**config.mk**
```make
export PLATFORM = sky130hd
export DESIGN_NAME = tws_window_sel
export DESIGN_NICKNAME = d
export VERILOG_FILES = /design/src/rtl/tws_pkg.sv /design/src/rtl/tws_fold_step.sv /design/src/rtl/tws_run_track.sv /design/src/rtl/tws_tap_pick.sv /design/src/rtl/tws_window_sel.sv
export SDC_FILE = /design/constraint.sdc
export NUM_CORES = 1
export LEC_CHECK = 0
export BUFFER_PORTS_ARGS = -buffer_cell sky130_fd_sc_hd__clkbuf_2
export CAP_MARGIN = 20
export CORE_UTILIZATION = 60
export CTS_CLUSTER_SIZE = 10
export DETAILED_ROUTE_END_ITERATION = 16
export MAX_ROUTING_LAYER = met4
export PLACE_DENSITY = 0.81
export SLEW_MARGIN = 5
export SYNTH_ARGS = -nofsm -noshare
export SYNTH_HDL_FRONTEND = slang
export SYNTH_SLANG_ARGS = --single-unit
```
**constraint.sdc**
```tcl
create_clock -name clk -period 6.9 [get_ports clk]
set_input_delay 0.345 -clock clk [delete_from_list [all_inputs] [get_ports clk]]
set_output_delay 0.345 -clock clk [all_outputs]
set_load 0.03 [all_outputs]
```
**src/rtl/tws_pkg.sv**
```systemverilog
package tws_pkg;

    typedef enum logic [2:0] {
        ST_IDLE,
        ST_FOLD,
        ST_SCAN,
        ST_FINAL,
        ST_REPORT
    } tws_state_e;

endpackage

```
**src/rtl/tws_fold_step.sv**
```systemverilog
// Masks the partner of one bitmap position when that position failed.
module tws_fold_step #(
    parameter int MAP_W = 32,
    parameter int IDX_W = 6,
    parameter int NW    = 5
) (
    input  logic [MAP_W-1:0] map_i,
    input  logic [IDX_W-1:0] idx_i,
    input  logic [NW-1:0]    n_i,
    output logic [MAP_W-1:0] map_o
);
    logic [IDX_W-1:0] n_ext;
    logic [IDX_W-1:0] partner;
    logic             cur_bit;

    assign n_ext   = IDX_W'(n_i);
    assign partner = (idx_i < n_ext) ? (idx_i + n_ext) : (idx_i - n_ext);
    assign cur_bit = map_i[idx_i[IDX_W-2:0]];

    for (genvar j = 0; j < MAP_W; j++) begin : g_bit
        assign map_o[j] = map_i[j] & ~(~cur_bit && (partner == IDX_W'(j)));
    end
endmodule

```
**src/rtl/tws_run_track.sv**
```systemverilog
// Tracks the current run and the best run; best_*_d give the values after this cycle.
module tws_run_track #(
    parameter int IDX_W = 6
) (
    input  logic             clk,
    input  logic             rst_n,
    input  logic             clear_i,
    input  logic             step_i,
    input  logic             bit_i,
    input  logic             close_i,
    input  logic [IDX_W-1:0] idx_i,
    output logic [IDX_W-1:0] best_start_d,
    output logic [IDX_W-1:0] best_len_d
);
    logic [IDX_W-1:0] run_q, run_d;
    logic [IDX_W-1:0] best_start_q, best_len_q;
    logic             run_ends, take;

    always_comb begin
        run_ends     = close_i | (step_i & ~bit_i);
        take         = run_ends && (run_q > best_len_q);
        best_len_d   = take ? run_q : best_len_q;
        best_start_d = take ? (idx_i - run_q) : best_start_q;
        if (step_i && bit_i)
            run_d = run_q + 1'b1;
        else if (run_ends)
            run_d = '0;
        else
            run_d = run_q;
    end

    always_ff @(posedge clk or negedge rst_n) begin
        if (!rst_n) begin
            run_q        <= '0;
            best_start_q <= '0;
            best_len_q   <= '0;
        end else if (clear_i) begin
            run_q        <= '0;
            best_start_q <= '0;
            best_len_q   <= '0;
        end else begin
            run_q        <= run_d;
            best_start_q <= best_start_d;
            best_len_q   <= best_len_d;
        end
    end
endmodule

```
**src/rtl/tws_tap_pick.sv**
```systemverilog
// Centre of the chosen run folded into 0..N-1, plus the length check.
module tws_tap_pick #(
    parameter int IDX_W   = 6,
    parameter int NW      = 5,
    parameter int TW      = 4,
    parameter int MIN_RUN = 3
) (
    input  logic [IDX_W-1:0] start_i,
    input  logic [IDX_W-1:0] len_i,
    input  logic [NW-1:0]    n_i,
    output logic [TW-1:0]    tap_o,
    output logic             short_o
);
    logic [IDX_W:0]   sum;
    logic [IDX_W-1:0] centre;
    logic [IDX_W-1:0] n_ext;
    logic [IDX_W-1:0] wrapped;

    always_comb begin
        n_ext   = IDX_W'(n_i);
        short_o = (len_i < IDX_W'(MIN_RUN));
        sum     = {start_i, 1'b0} + {1'b0, len_i} - 1'b1;
        if (len_i == '0)
            sum = '0;
        centre  = sum[IDX_W:1];
        wrapped = (centre >= n_ext) ? (centre - n_ext) : centre;
        tap_o   = wrapped[TW-1:0];
    end
endmodule

```
**src/rtl/tws_window_sel.sv**
```systemverilog
module tws_window_sel
    import tws_pkg::*;
#(
    parameter int TAP_MAX = 16,
    parameter int MIN_RUN = 3,
    localparam int MAP_W  = 2 * TAP_MAX,
    localparam int IDX_W  = $clog2(MAP_W) + 1,
    localparam int NW     = $clog2(TAP_MAX + 1),
    localparam int TW     = $clog2(TAP_MAX)
) (
    input  logic             clk,
    input  logic             rst_n,
    input  logic             start_i,
    input  logic [NW-1:0]    tap_count_i,
    input  logic [MAP_W-1:0] pass_map_i,
    output logic             busy_o,
    output logic             done_o,
    output logic             error_o,
    output logic [TW-1:0]    tap_o
);
    tws_state_e       state_q, state_d;
    logic [MAP_W-1:0] map_q, folded, in_mask;
    logic [NW-1:0]    n_q, n_eff;
    logic [IDX_W-1:0] idx_q, span, last_idx;
    logic [TW-1:0]    tap_q, pick_tap;
    logic             err_q, pick_short;
    logic             accept, in_fold, in_scan, in_final;
    logic [IDX_W-1:0] best_start_d, best_len_d;

    assign n_eff    = (tap_count_i > NW'(TAP_MAX)) ? NW'(TAP_MAX) : tap_count_i;
    assign span     = IDX_W'(n_q) << 1;
    assign last_idx = span - 1'b1;
    assign accept   = (state_q == ST_IDLE) && start_i;
    assign in_fold  = (state_q == ST_FOLD);
    assign in_scan  = (state_q == ST_SCAN);
    assign in_final = (state_q == ST_FINAL);

    for (genvar j = 0; j < MAP_W; j++) begin : g_mask
        assign in_mask[j] = (IDX_W'(j) < (IDX_W'(n_eff) << 1));
    end

    tws_fold_step #(.MAP_W(MAP_W), .IDX_W(IDX_W), .NW(NW)) u_fold (
        .map_i (map_q),
        .idx_i (idx_q),
        .n_i   (n_q),
        .map_o (folded)
    );

    tws_run_track #(.IDX_W(IDX_W)) u_track (
        .clk          (clk),
        .rst_n        (rst_n),
        .clear_i      (accept),
        .step_i       (in_scan),
        .bit_i        (map_q[idx_q[IDX_W-2:0]]),
        .close_i      (in_final),
        .idx_i        (idx_q),
        .best_start_d (best_start_d),
        .best_len_d   (best_len_d)
    );

    tws_tap_pick #(.IDX_W(IDX_W), .NW(NW), .TW(TW), .MIN_RUN(MIN_RUN)) u_pick (
        .start_i (best_start_d),
        .len_i   (best_len_d),
        .n_i     (n_q),
        .tap_o   (pick_tap),
        .short_o (pick_short)
    );

    // Next-state logic
    always_comb begin
        state_d = state_q;
        unique case (state_q)
            ST_IDLE:   if (start_i) state_d = (n_eff == '0) ? ST_FINAL : ST_FOLD;
            ST_FOLD:   if (idx_q == last_idx) state_d = ST_SCAN;
            ST_SCAN:   if (idx_q == last_idx) state_d = ST_FINAL;
            ST_FINAL:  state_d = ST_REPORT;
            ST_REPORT: state_d = ST_IDLE;
            default:   state_d = ST_IDLE;
        endcase
    end

    // State and datapath registers
    always_ff @(posedge clk or negedge rst_n) begin
        if (!rst_n) begin
            state_q <= ST_IDLE;
            map_q   <= '0;
            n_q     <= '0;
            idx_q   <= '0;
            tap_q   <= '0;
            err_q   <= 1'b0;
        end else begin
            state_q <= state_d;
            unique case (state_q)
                ST_IDLE: begin
                    if (start_i) begin
                        map_q <= pass_map_i & in_mask;
                        n_q   <= n_eff;
                        idx_q <= '0;
                    end
                end
                ST_FOLD: begin
                    map_q <= folded;
                    idx_q <= (idx_q == last_idx) ? '0 : idx_q + 1'b1;
                end
                ST_SCAN: idx_q <= idx_q + 1'b1;
                ST_FINAL: begin
                    err_q <= pick_short;
                    if (!pick_short)
                        tap_q <= pick_tap;
                end
                ST_REPORT: idx_q <= '0;
                default: idx_q <= '0;
            endcase
        end
    end

    // Outputs
    always_comb begin
        busy_o  = (state_q != ST_IDLE);
        done_o  = (state_q == ST_REPORT);
        error_o = (state_q == ST_REPORT) && err_q;
        tap_o   = tap_q;
    end
endmodule

```
==> results.tsv <==
metric	value	unit
syn_nets	676	
drt_iter0_markers	294	
layout_commonest_cell	dfrtp_1	
final_util	69.9	%
async_flop_share	100	%
syn_area_per_cell	8.46	sq um
grt_overflow	0	
numPortBuffers	46	
fp.dieArea	8720	sq um
htree_levels	3	
worstSetupStartpointType	flop	
core_area	7890	sq um
path_class	reg -> reg	
cts_made_buffers	9	
slew_headroom	30.3	%
setup_viol	0	
first_pass_iters	5	
grt_pass1_vias	4379	
antenna_found_initial	0	
cp.required	7.18	ns
fin_crit	6.07	ns
critPathCaptureType	flop	
io_pins	47	
fin_crit_sh	87.9	%
cp_cell_sequence	buf_4 > mux2i_1 > a22oi_1 > nand3_1 > o21ai_1 > a311oi_2 > o21ai_2 > mux2i_1 > ha_1 > inv_1 > ha_1 > fa_1 > inv_1 > nor2_1 > fa_1 > a21oi_1 > nor2b_1 > o21ai_0 > nand2b_1 > a21o_1 > or4_1 > a41oi_1	
clkTransAtPathRegs	0.08	ns
rsz0062_at_grt	no	
crit_path_end	tap_o[3]$_DFFE_PN0P_	
clk_path_buf_depth	2	
finalClockSkew	0.0110	ns
drive_above_1_share	11.4	%
clk_latency	0.36	ns
clock-sinks	69	
final-hold-violation-count	0	
status	completed	
crit_family	compound AO/OA/AOI/OAI gates	
r2r_slack	0.83	ns
cts-root-buf	clkbuf_8	
r2r_start	idx_q[1]$_DFFE_PN0P_	
cts_resized	0	
drc_errors	0	
critPathMaxStageDelay	0.92	ns
cp_num_cells	22	
track_usage	32.9	%
core.rowCount	32	
netlist_area	5010	sq um
setup-tns-final	0	ns
synth_edf_count	0	
cp.arrival	6.34	ns
die_x	93.4	um
cap_violations	0	
final_cell_mix	dfrtp_1 (69), nand2_1 (60), o21ai_0 (58), nor2_1 (49), clkbuf_2 (45)	
hold_class	in -> reg	
fmax	165	MHz
yosys_warnings	0	
syn_inst	592	
start_util	63.5	%
rr_worst_depth	22	
num_antenna_cells	0	
routed_wl	12900	um
grt_max_degree	70	
vias	4514	
cts_hold_buf	0	
drt-vias-per-instance	6.15	
wire_per_inst	17.5	um
fin_nets	711	
worstMarginPinSlew	1.04	ns
cp_slowest_cell	dfrtp_1	
seq_area_frac_synth	34.5	%
crit_fanout	22	
grt_pass1_wl	21400	um
die_height	93.4	um
dp_hpwl	9400	um
ant_nets	0	
layout.cells.non_filler	734	
post_cts_buffers	0	
r2r-end	tap_o[3]$_DFFE_PN0P_	
ys.flop_type	dfrtp_1	
globalplace.congestion	0.881	
fillers	631	
worstPathBufferInverterCount	3	
slew_violations	0	
critPathLaunch	idx_q[1]$_DFFE_PN0P_	
area_growth	10.1	%
cts_tree	yes	
synth-seq-cells	69	
dp.cells	718	
synth_cell_types	50	
-- synth_stat cells, types with 3 or more instances --
master	count	area, sq um
dfrtp_1	69	1730
nand2_1	60	225
o21ai_0	58	290
nor2_1	49	184
inv_1	43	161
ha_1	39	488
a21oi_1	34	170
nand3_1	28	140
mux2i_1	26	260
clkbuf_1	20	75.1
o211ai_1	17	128
nor2b_1	14	87.6
xnor2_1	14	123
a21o_1	11	82.6
nand2b_1	10	62.6
or3_1	10	62.6
nor3_1	9	45.0
o21bai_1	7	52.6
a31oi_1	6	37.5
a211oi_1	5	37.5
fa_1	5	100
xor2_1	5	43.8
a22oi_1	4	30.0
and2_1	4	25.0
o31ai_1	4	30.0
or4_1	4	30.0
nand4_1	3	18.8
o311ai_0	3	26.3
-- state kept, by name, summed over array words and instances (netlist names) --
| signal | cells |
|---|---|
| map_q | 32 |
| idx_q | 6 |
| u_track.best_len_q | 6 |
| u_track.best_start_q | 6 |
| u_track.run_q | 6 |
| n_q | 5 |
| tap_o | 4 |
| state_q | 3 |
| err_q | 1 |
-- worst min path at each step --
| stage | startpoint | to | slack [ns] | depth (start not counted) |
|---|---|---|---|---|
| 4_1_cts | pass_map_i[26] | map_q[26]$_DFFE_PN0P_ | 0.17 | 3 |
| 5_1_grt | pass_map_i[13] | map_q[13]$_DFFE_PN0P_ | 0.17 | 3 |
| 3_3_place_gp | err_q$_DFFE_PN0N_ | err_q$_DFFE_PN0N_ | 0.47 | 2 |
| 3_5_place_dp | err_q$_DFFE_PN0N_ | err_q$_DFFE_PN0N_ | 0.49 | 2 |
| 6_report | pass_map_i[9] | map_q[9]$_DFFE_PN0P_ | 0.17 | 3 |
| 2_1_floorplan | rst_n | err_q$_DFFE_PN0N_ | 0.05 | 0 |
-- through the flow --
stage | setup slack, ns | hold slack, ns | cell area [sq um]
finish | 0.833 | 0.169 | 5520
floorplan | 1.89 | 0.0494 | 5010
global placement | 1.24 | 0.470 | 5270
global route | 0.387 | 0.174 | 5520
detailed placement | 0.956 | 0.491 | 5270
CTS | 0.924 | 0.168 | 5520
-- metal layers --
metal  up-vias  wire (um)  global-route usage, %
met5         -          0                      -
met4         0        155                   7.82
met3        25        988                   6.99
met2       189       5970                   50.5
met1      2148       5760                   44.8
li1       2152          -                      -
-- cells by family (layout without fill, tap and decap cells) --
logic type	after synthesis	in the layout	share of synthesized area (%)
flip-flops	69	69	34.5
buffers and inverters	68	108	5.57
AO/OA/AOI/OAI	164	164	20.4
adder cells (fa/ha/maj)	44	44	11.7
XOR/XNOR	19	19	3.32
AND/OR/NAND/NOR	200	200	18.8
multiplexers	28	28	5.65
-- tightest hold or removal path, delay by kind of cell --
| family | cells | cell delay (ns) |
|---|---|---|
| buffers and inverters | 1 | 0.07 |
| AND/OR/NAND/NOR | 2 | 0.08 |
-- final cells by class --
class	instances	area, sq um	share of cell area, %
Multi-Input combinational cell	455	3000	54.4
Sequential cell	69	1730	31.3
Timing Repair Buffer	49	253	4.58
Inverter	43	161	2.93
Tap cell	102	128	2.31
Clock buffer	9	124	2.25
Clock inverter	7	121	2.20
Power is not shown: default switching activity piles up to over one toggle a cycle in this logic, so the estimate is an artifact.
